**config.mk**
```make
export PLATFORM = sky130hd
export DESIGN_NAME = gpio_edge_bank
export DESIGN_NICKNAME = d
export VERILOG_FILES = /design/src/rtl/gpio_edge_pkg.sv /design/src/rtl/gpio_pin_cell.sv /design/src/rtl/gpio_irq_group.sv /design/src/rtl/gpio_edge_bank.sv
export SDC_FILE = /design/constraint.sdc
export NUM_CORES = 1
export LEC_CHECK = 0
export BUFFER_PORTS_ARGS = -buffer_cell sky130_fd_sc_hd__buf_2
export CORE_ASPECT_RATIO = 2
export CORE_MARGIN = 5
export CORE_UTILIZATION = 53
export DETAILED_ROUTE_END_ITERATION = 12
export HOLD_SLACK_MARGIN = 0.15
export PLACE_DENSITY_LB_ADDON = 0.08
export SYNTH_ARGS = -nofsm -noshare
export SYNTH_HDL_FRONTEND = slang
export SYNTH_SLANG_ARGS = --single-unit
```
**constraint.sdc**
```tcl
create_clock -name clk -period 2.35 [get_ports clk]
set_clock_uncertainty 0.05 [all_clocks]
set_input_delay 0.47 -clock clk [delete_from_list [all_inputs] [get_ports clk]]
set_output_delay 0.47 -clock clk [all_outputs]
set_load 0.02 [all_outputs]
```
**src/rtl/gpio_edge_pkg.sv**
```systemverilog
package gpio_edge_pkg;
   // drive register field positions
   localparam int unsigned CTRL_W   = 6;
   localparam int unsigned DRV_DIR  = 5;
   localparam int unsigned DRV_PP   = 4;
   localparam int unsigned DRV_PEN  = 3;
   localparam int unsigned DRV_PHI  = 2;
   localparam int unsigned DRV_PLO  = 1;
   localparam int unsigned DRV_VAL  = 0;
   localparam int unsigned SENSE_W  = 3;

   typedef enum logic [1:0] {
      EDGE_OFF  = 2'b00,
      EDGE_FALL = 2'b01,
      EDGE_RISE = 2'b10,
      EDGE_BOTH = 2'b11
   } edge_sel_e;
endpackage

```
**src/rtl/gpio_pin_cell.sv**
```systemverilog
module gpio_pin_cell
   import gpio_edge_pkg::*;
#(
   parameter int unsigned SYNC_STAGES = 2
) (
   input  logic                clk,
   input  logic                rst_n,
   input  logic                drv_we,
   input  logic                sense_we,
   input  logic [CTRL_W-1:0]   wdata,
   input  logic                pad_in,
   output logic [CTRL_W-1:0]   drv_rd,
   output logic [SENSE_W-1:0]  sense_rd,
   output logic                pad_oe,
   output logic                pad_out,
   output logic                pull_en,
   output logic                pull_up,
   output logic                pull_strong,
   output logic                edge_evt
);
   if (SYNC_STAGES < 2) begin : g_bad_sync
      $error("gpio_pin_cell: SYNC_STAGES must be at least 2");
   end

   logic [CTRL_W-1:0]      drv_q;
   edge_sel_e              sel_q;
   logic [SYNC_STAGES-1:0] sync_q;
   logic                   prev_q;
   logic                   level;
   logic                   rise, fall;

   always_ff @(posedge clk or negedge rst_n) begin
      if (!rst_n) begin
         drv_q  <= '0;
         sel_q  <= EDGE_OFF;
         sync_q <= '0;
         prev_q <= 1'b0;
      end else begin
         if (drv_we)   drv_q <= wdata;
         if (sense_we) sel_q <= edge_sel_e'(wdata[2:1]);
         sync_q <= {sync_q[SYNC_STAGES-2:0], pad_in};
         prev_q <= level;
      end
   end

   assign level    = sync_q[SYNC_STAGES-1];
   assign rise     = level & ~prev_q;
   assign fall     = ~level & prev_q;
   assign edge_evt = (sel_q[1] & rise) | (sel_q[0] & fall);

   assign pad_out     = drv_q[DRV_VAL];
   assign pad_oe      = drv_q[DRV_DIR] & (drv_q[DRV_PP] | ~drv_q[DRV_VAL]);
   assign pull_en     = drv_q[DRV_PEN];
   assign pull_up     = drv_q[DRV_PLO];
   assign pull_strong = ~drv_q[DRV_PHI];

   assign drv_rd   = drv_q;
   assign sense_rd = {sel_q, level};


   od_release_chk: assert property (@(posedge clk) disable iff (!rst_n)
      (pad_oe && !drv_q[DRV_PP]) |-> !pad_out);


   edge_off_chk: assert property (@(posedge clk) disable iff (!rst_n)
      (sel_q == EDGE_OFF) |-> !edge_evt);
endmodule

```
**src/rtl/gpio_irq_group.sv**
```systemverilog
module gpio_irq_group #(
   parameter int unsigned N = 7
) (
   input  logic         clk,
   input  logic         rst_n,
   input  logic [N-1:0] evt,
   input  logic         st_we,
   input  logic         mk_we,
   input  logic [N-1:0] wdata,
   output logic [N-1:0] status,
   output logic [N-1:0] mask,
   output logic         irq_req
);
   if (N < 1) begin : g_bad_width
      $error("gpio_irq_group: N must be at least 1");
   end

   logic [N-1:0] clr;

   assign clr = st_we ? wdata : '0;

   always_ff @(posedge clk or negedge rst_n) begin
      if (!rst_n) begin
         status <= '0;
         mask   <= '1;
      end else begin
         status <= (status & ~clr) | evt;
         if (mk_we) mask <= wdata;
      end
   end

   assign irq_req = |(status & ~mask);


   evt_capture_chk: assert property (@(posedge clk) disable iff (!rst_n)
      (evt != '0) |=> ((status & $past(evt)) == $past(evt)));


   w1c_chk: assert property (@(posedge clk) disable iff (!rst_n)
      st_we |=> ((status & $past(wdata & ~evt)) == '0));


   irq_hold_chk: assert property (@(posedge clk) disable iff (!rst_n)
      (irq_req && !st_we && !mk_we) |=> irq_req);
endmodule

```
**src/rtl/gpio_edge_bank.sv**
```systemverilog
module gpio_edge_bank
   import gpio_edge_pkg::*;
#(
   parameter int unsigned NUM_PINS    = 13,
   parameter int unsigned GRP0_PINS   = 7,
   parameter int unsigned ADDR_W      = 8,
   parameter int unsigned DATA_W      = 8,
   parameter int unsigned SYNC_STAGES = 2,
   parameter int unsigned DRV_BASE    = 'h00,
   parameter int unsigned SENSE_BASE  = 'h10,
   parameter int unsigned ST_BASE     = 'h20,
   parameter int unsigned MK_BASE     = 'h24
) (
   input  logic                clk,
   input  logic                rst_n,
   input  logic [ADDR_W-1:0]   bus_addr,
   input  logic                bus_wen,
   input  logic [DATA_W-1:0]   bus_wdata,
   output logic [DATA_W-1:0]   bus_rdata,
   input  logic [NUM_PINS-1:0] pad_in,
   output logic [NUM_PINS-1:0] pad_oe,
   output logic [NUM_PINS-1:0] pad_out,
   output logic [NUM_PINS-1:0] pull_en,
   output logic [NUM_PINS-1:0] pull_up,
   output logic [NUM_PINS-1:0] pull_strong,
   output logic                irq
);
   localparam int unsigned GRP1_PINS = NUM_PINS - GRP0_PINS;

   if (GRP0_PINS < 1 || GRP0_PINS >= NUM_PINS) begin : g_bad_split
      $error("gpio_edge_bank: GRP0_PINS must leave both groups non-empty");
   end
   if (GRP0_PINS > DATA_W || GRP1_PINS > DATA_W || DATA_W < CTRL_W) begin : g_bad_data
      $error("gpio_edge_bank: DATA_W too narrow for groups or control fields");
   end
   if (SENSE_BASE < DRV_BASE + NUM_PINS) begin : g_bad_map
      $error("gpio_edge_bank: sense array overlaps drive array");
   end

   logic [NUM_PINS-1:0] evt_all;
   logic [CTRL_W-1:0]   drv_rd   [NUM_PINS];
   logic [SENSE_W-1:0]  sense_rd [NUM_PINS];
   logic [GRP0_PINS-1:0] st0, mk0;
   logic [GRP1_PINS-1:0] st1, mk1;
   logic irq0, irq1;
   logic unused_bus;

   assign unused_bus = ^bus_wdata;

   for (genvar p = 0; p < NUM_PINS; p++) begin : g_pin
      logic drv_we, sense_we;
      assign drv_we   = bus_wen && (bus_addr == ADDR_W'(DRV_BASE + p));
      assign sense_we = bus_wen && (bus_addr == ADDR_W'(SENSE_BASE + p));

      gpio_pin_cell #(.SYNC_STAGES(SYNC_STAGES)) u_cell (
         .clk         (clk),
         .rst_n       (rst_n),
         .drv_we      (drv_we),
         .sense_we    (sense_we),
         .wdata       (bus_wdata[CTRL_W-1:0]),
         .pad_in      (pad_in[p]),
         .drv_rd      (drv_rd[p]),
         .sense_rd    (sense_rd[p]),
         .pad_oe      (pad_oe[p]),
         .pad_out     (pad_out[p]),
         .pull_en     (pull_en[p]),
         .pull_up     (pull_up[p]),
         .pull_strong (pull_strong[p]),
         .edge_evt    (evt_all[p])
      );
   end

   gpio_irq_group #(.N(GRP0_PINS)) u_grp0 (
      .clk     (clk),
      .rst_n   (rst_n),
      .evt     (evt_all[GRP0_PINS-1:0]),
      .st_we   (bus_wen && bus_addr == ADDR_W'(ST_BASE)),
      .mk_we   (bus_wen && bus_addr == ADDR_W'(MK_BASE)),
      .wdata   (bus_wdata[GRP0_PINS-1:0]),
      .status  (st0),
      .mask    (mk0),
      .irq_req (irq0)
   );

   gpio_irq_group #(.N(GRP1_PINS)) u_grp1 (
      .clk     (clk),
      .rst_n   (rst_n),
      .evt     (evt_all[NUM_PINS-1:GRP0_PINS]),
      .st_we   (bus_wen && bus_addr == ADDR_W'(ST_BASE + 1)),
      .mk_we   (bus_wen && bus_addr == ADDR_W'(MK_BASE + 1)),
      .wdata   (bus_wdata[GRP1_PINS-1:0]),
      .status  (st1),
      .mask    (mk1),
      .irq_req (irq1)
   );

   assign irq = irq0 | irq1;

   always_comb begin
      bus_rdata = '0;
      for (int i = 0; i < NUM_PINS; i++) begin
         if (bus_addr == ADDR_W'(DRV_BASE + i))   bus_rdata = DATA_W'(drv_rd[i]);
         if (bus_addr == ADDR_W'(SENSE_BASE + i)) bus_rdata = DATA_W'(sense_rd[i]);
      end
      if (bus_addr == ADDR_W'(ST_BASE))     bus_rdata = DATA_W'(st0);
      if (bus_addr == ADDR_W'(ST_BASE + 1)) bus_rdata = DATA_W'(st1);
      if (bus_addr == ADDR_W'(MK_BASE))     bus_rdata = DATA_W'(mk0);
      if (bus_addr == ADDR_W'(MK_BASE + 1)) bus_rdata = DATA_W'(mk1);
   end


   irq_reset_chk: assert property (@(posedge clk)
      $rose(rst_n) |-> !irq);
endmodule

```
---- Yosys cells after proc, flatten, opt, wreduce, memory -nomap -nowiden ----
Cells that the tools add are included.
Widths: inputs -> output; s select.
word-level totals
  bits in registers ....................... 169
  input bits .............................. 32
operators by class
  equal/unequal tests ..................... 29
  multiplexer cells ....................... 32
  bitwise gates (word level) .............. 154
  reduce and logical (&&, ||, !) cells .... 33
operators by type and width
  cell                count
  $mux 8              29
  $eq 8x5->1 const B  13
  $and 1x1->1         65
  $not 1->1           52
  $eq 8x4->1 const B  5
  $eq 8x3->1 const B  4
  $eq 8x6->1 const B  4
  $logic_and 1x1->1   30
  $or 1x1->1          27
  $eq 8x2->1 const B  2
  $and 7x7->7         2
  $not 7->7           2
  $and 6x6->6         2
  $mux 6              2
  $not 6->6           2
  $eq 8x1->1 const B  1
  $logic_not 8->1     1
  $mux 7              1
  $or 7x7->7          1
  $reduce_or 7->1     1
  $or 6x6->6          1
  $reduce_or 6->1     1

---- Logic depth before layout (Yosys ltp) ----
  depth after elaboration ................. 31
  gate-level depth with buffers ........... 10
  gate-level depth less buffers ........... 7

---- By module ----
A second synthesis with hierarchy kept.
second synthesis, totals
  cell total of the unflattened synthesis .. 871
  area total of the unflattened synthesis .. 9160.0 um^2
modules (own cells, without submodules)
  module                    times used  cells each  area an instance (um^2)
  gpio_pin_cell             13          32          447.9
  gpio_edge_bank            1           368         2263.4
  gpio_irq_group at u_grp0  1           46          576.8
  gpio_irq_group at u_grp1  1           41          496.7

---- Worst setup path before layout ----
No wires, ideal clock.
  kind .................................... input -> output
  from .................................... input port bus_addr[3]
  to ...................................... output port bus_rdata[0]
  data arrival time ....................... 2.134 ns
  data required time ...................... 1.830 ns
  slack ................................... -0.304 ns
  stages on the path ...................... 8
  buffers on the path ..................... 2
  cells stage by stage .................... buf_4 -> buf_4 -> nand4bb_2 -> mux2i_1 -> o21ai_1 -> a222oi_1 -> a2111o_1 -> a31oi_1
between the ends
  word-level cells in the longest chain between the ends .. 31
  elaborated cells on any way between the ends .. 60
RTL lines
  element            RTL line               RTL
  start, declared    gpio_edge_bank.sv:16   input logic [ADDR_W-1:0] bus_addr,
  $logic_not 8->1    gpio_edge_bank.sv:102  if (bus_addr == ADDR_W'(DRV_BASE + i)) bus_rdata = DATA_W'(drv_rd[i]);
  $mux 6             gpio_edge_bank.sv:102
  $mux 8             gpio_edge_bank.sv:103  if (bus_addr == ADDR_W'(SENSE_BASE + i)) bus_rdata = DATA_W'(sense_rd[i]);
  $mux 8             gpio_edge_bank.sv:102
  $mux 8             gpio_edge_bank.sv:103
  $mux 8             gpio_edge_bank.sv:102
  $mux 8             gpio_edge_bank.sv:103
  $mux 8             gpio_edge_bank.sv:102
  [... 15 more ...]  --
  $mux 8             gpio_edge_bank.sv:102
  $mux 8             gpio_edge_bank.sv:103
  $mux 8             gpio_edge_bank.sv:102
  $mux 8             gpio_edge_bank.sv:103
  $mux 8             gpio_edge_bank.sv:105  if (bus_addr == ADDR_W'(ST_BASE)) bus_rdata = DATA_W'(st0);
  $mux 8             gpio_edge_bank.sv:106  if (bus_addr == ADDR_W'(ST_BASE + 1)) bus_rdata = DATA_W'(st1);
  $mux 8             gpio_edge_bank.sv:107  if (bus_addr == ADDR_W'(MK_BASE)) bus_rdata = DATA_W'(mk0);
  $mux 8 (*)         gpio_edge_bank.sv:108  if (bus_addr == ADDR_W'(MK_BASE + 1)) bus_rdata = DATA_W'(mk1);
  end, declared      gpio_edge_bank.sv:19   output logic [DATA_W-1:0] bus_rdata,
Every way passes the cells marked *; elsewhere a longest branch is shown, timed or not.

---- Worst setup path after layout ----
  from .................................... input port bus_addr[5]
  to ...................................... output port bus_rdata[0]
The elaborated chain is that of the path after synthesis.

==> results.txt <==
die area = 19600 sq um
Synth Flop Type = dfrtp_1
root buffer cell = clkbuf_16
CP startpoint kind = primary input
Post-Route WL = 28000 um
CP max FO = 7
final worst slack = -0.449 ns
1st-iter DRT viols = 391
Hold Startpoint = bus_wdata[6]
gr ovfl total = 0
CP Capture Type = output port
Slew headroom = 0.472
Critical Path RT = 1.83 ns
Max Freq = 0.357 GHz
top cells by area, synth = dfrtp_1 44%, mux2_2 15%, buf_4 5.8%, dfstp_2 3.9%, nand2_1 3.3%
Hold Crit Class = primary input to flip-flop
initial antenna violation count = 0
Crit-path slowest cell = nor4_2
Yosys reg bits = 169
Initial DRT Pass Iterations = 5
core area = 16600 sq um
via count = 7087
post-place instance area = 10100 sq um
RSZ-0062 raised after global routing = yes
worst endpoint data arrival time = 2.28 ns
Max-Cap Viols = 0
GRT Total Usage = 0.296
PD cells = 611 nW/um^2
most common cell in the netlist = dfrtp_1
die height = 193 um
CP max stage delay = 0.40 ns
Final Non-Filler Cells = 1192
post-synth top area cell = dfrtp_1
worst-path cell chain = buf_4 > nor4_2 > buf_4 > nand4_1 > o21ai_0 > o21a_1 > a211o_1 > a31oi_4 > buf_6
DRC Markers = 0
Min-Delay Path Depth = 2
nets = 1004
async set-reset flop share out of synthesis = 1.00
CTS max path bufs = 2
largest net degree at the start of global routing = 50
pre-CTS setup slack = -0.762 ns
reg2reg start = g_pin[7].u_cell.sync_q[1]
routability congestion estimate = 1.02
top cell type's share of synthesized area = 0.441
cell count after synthesis = 797
Unique masters post-synth = 80
Max Slew Vio Count = 0
synthesized net count = 829
Top Ports = 106
DPL Wire Length = 20400 um
mapped cell area = 8860 sq um
# diodes = 0
P_leak = 5.34 nW
Final Critical Period = 2.80 ns
Worst-Skew Late Latency = 0.42 ns
kind of critical path = primary input to output port
Reg2Reg Depth = 4
peak supply drop = 0.533 mV
# setup viols final = 6
Clock transition at path regs = 0.06 ns
actual slew at the worst max-slew pin = 0.792 ns
Tot Pwr = 0.00693 W
flop2flop setup slack = 1.14 ns
share of cells above drive strength 1 = 0.502
Final Hold Fails = 0
Placed Instances = 1132
Port Buffer Count = 103
vias in the first global route = 7295
Hold EP = u_grp0.mask[6]
outcome = complete, but fails checks
Detail Route Antenna Nets = 0
Die Wd = 101 um
most used cell, CP = buf_4
synth cell count leaders = 156 x dfrtp_1, 118 x mux2_2, 78 x nand2_1, 68 x buf_4, 39 x inv_1
Warnings, synthesis = 0
CTS Sinks = 169
failing checks = negative setup slack
FP Rows = 67
RR Endpoint = u_grp1.status[0]
Initial Util = 0.534
sequential fraction of the synthesis area = 0.479
Num CTS Buffers = 17
H-Tree Depth = 4
Avg WL per Cell = 23.5 um
first-pass GRT wire length = 42800 um
worst hold slack = 0.263 ns
syn avg cell area = 11.1 sq um
CTS tree = done
final period utilization = 1.19
synth-to-layout area growth = 28.1%
DR vias/cell = 5.95
Post-synth EDFFs = 0
fin area = 11300 sq um
==> area by class of cell <==
type	count	area [sq um]
clock buffers	21	460
clock inverters	11	113
fillers	1332	5250
inverters	39	150
multi-input cells	486	4100
flip-flops and latches	169	4250
well taps	207	259
repair buffers	259	2020
==> cells in the final DEF (no fill, tap or decap), types with 13 or more instances in the layout <==
cell type,count
inv_1,38
nand2_1,73
clkbuf_16,17
dfrtp_1,156
buf_4,116
buf_6,30
nor2_1,19
o21ai_0,15
nand3b_1,14
mux2_2,118
a21boi_0,14
dlygate4sd3_1,14
dfstp_2,13
a21oi_1,15
o22ai_1,13
buf_2,87
==> layer usage <==
metal | global-route usage | wire length (um) | vias up
li1 | - | - | 3154
met1 | 0.364 | 11000 | 3574
met5 | 0 | 0 | -
met2 | 0.492 | 14100 | 279
met3 | 0.0470 | 1310 | 80
met4 | 0.159 | 1490 | 0
==> flip-flops by register name (all words and copies together) (netlist names) <==
| register | flops |
|---|---|
| g_pin.u_cell.drv_rd | 78 |
| g_pin.u_cell.prev_q | 13 |
| u_grp1.status | 6 |
| g_pin.u_cell.sync_q | 26 |
| u_grp1.mask | 6 |
| g_pin.u_cell.sel_q | 26 |
| u_grp0.status | 7 |
| u_grp0.mask | 7 |
==> cell families after synthesis <==
| kind of cell | share of synthesized area |
|---|---|
| AOI/OAI and AO/OA | 0.129 |
| buffers and inverters | 0.0989 |
| DFF | 0.479 |
| muxes | 0.169 |
| other | 0.000423 |
| and+or+nand+nor | 0.123 |
==> where the power goes <==
part / total (W) / internal [W] / switching (W)
registers: 0.00329 / 0.00310 / 0.000190
clock network: 0.00273 / 0.00154 / 0.00119
logic: 0.000913 / 0.000417 / 0.000497
==> worst max-delay path: cells and delay by family <==
kind	cells	cell delay (ns)
buf+inv	3	0.47
compound gates	4	0.64
simple gates	2	0.70
==> worst max path at each step <==
stage	startpoint	endpoint	slack (ns)	cells after the start
2_1_floorplan	bus_addr[3]	bus_rdata[0]	-0.14	9
3_3_place_gp	bus_addr[4]	bus_rdata[1]	-0.71	10
3_5_place_dp	bus_addr[4]	bus_rdata[1]	-0.76	10
4_1_cts	bus_addr[6]	bus_rdata[0]	-0.45	10
5_1_grt	bus_addr[5]	bus_rdata[0]	-0.51	9
6_report	bus_addr[5]	bus_rdata[0]	-0.45	9
==> per-stage QoR <==
step / TNS [ns] / utilization
detailed placement: -6.26 / 0.607
global route: -2.69 / 0.684
global placement: -5.45 / 0.607
floorplan: -0.352 / -
finish: -2.36 / 0.684
CTS: -2.46 / 0.674
==> repair_timing <==
item | CTS | global route
resized for setup | 90 | 32
pin swaps | 31 | 35
endpoints found under the setup margin | 7 | 7
hold buffers | 14 | 0
buffers inserted | 12 | 7
endpoints found under the hold margin | 56 | 0
Power figures use the tool's default switching activity.
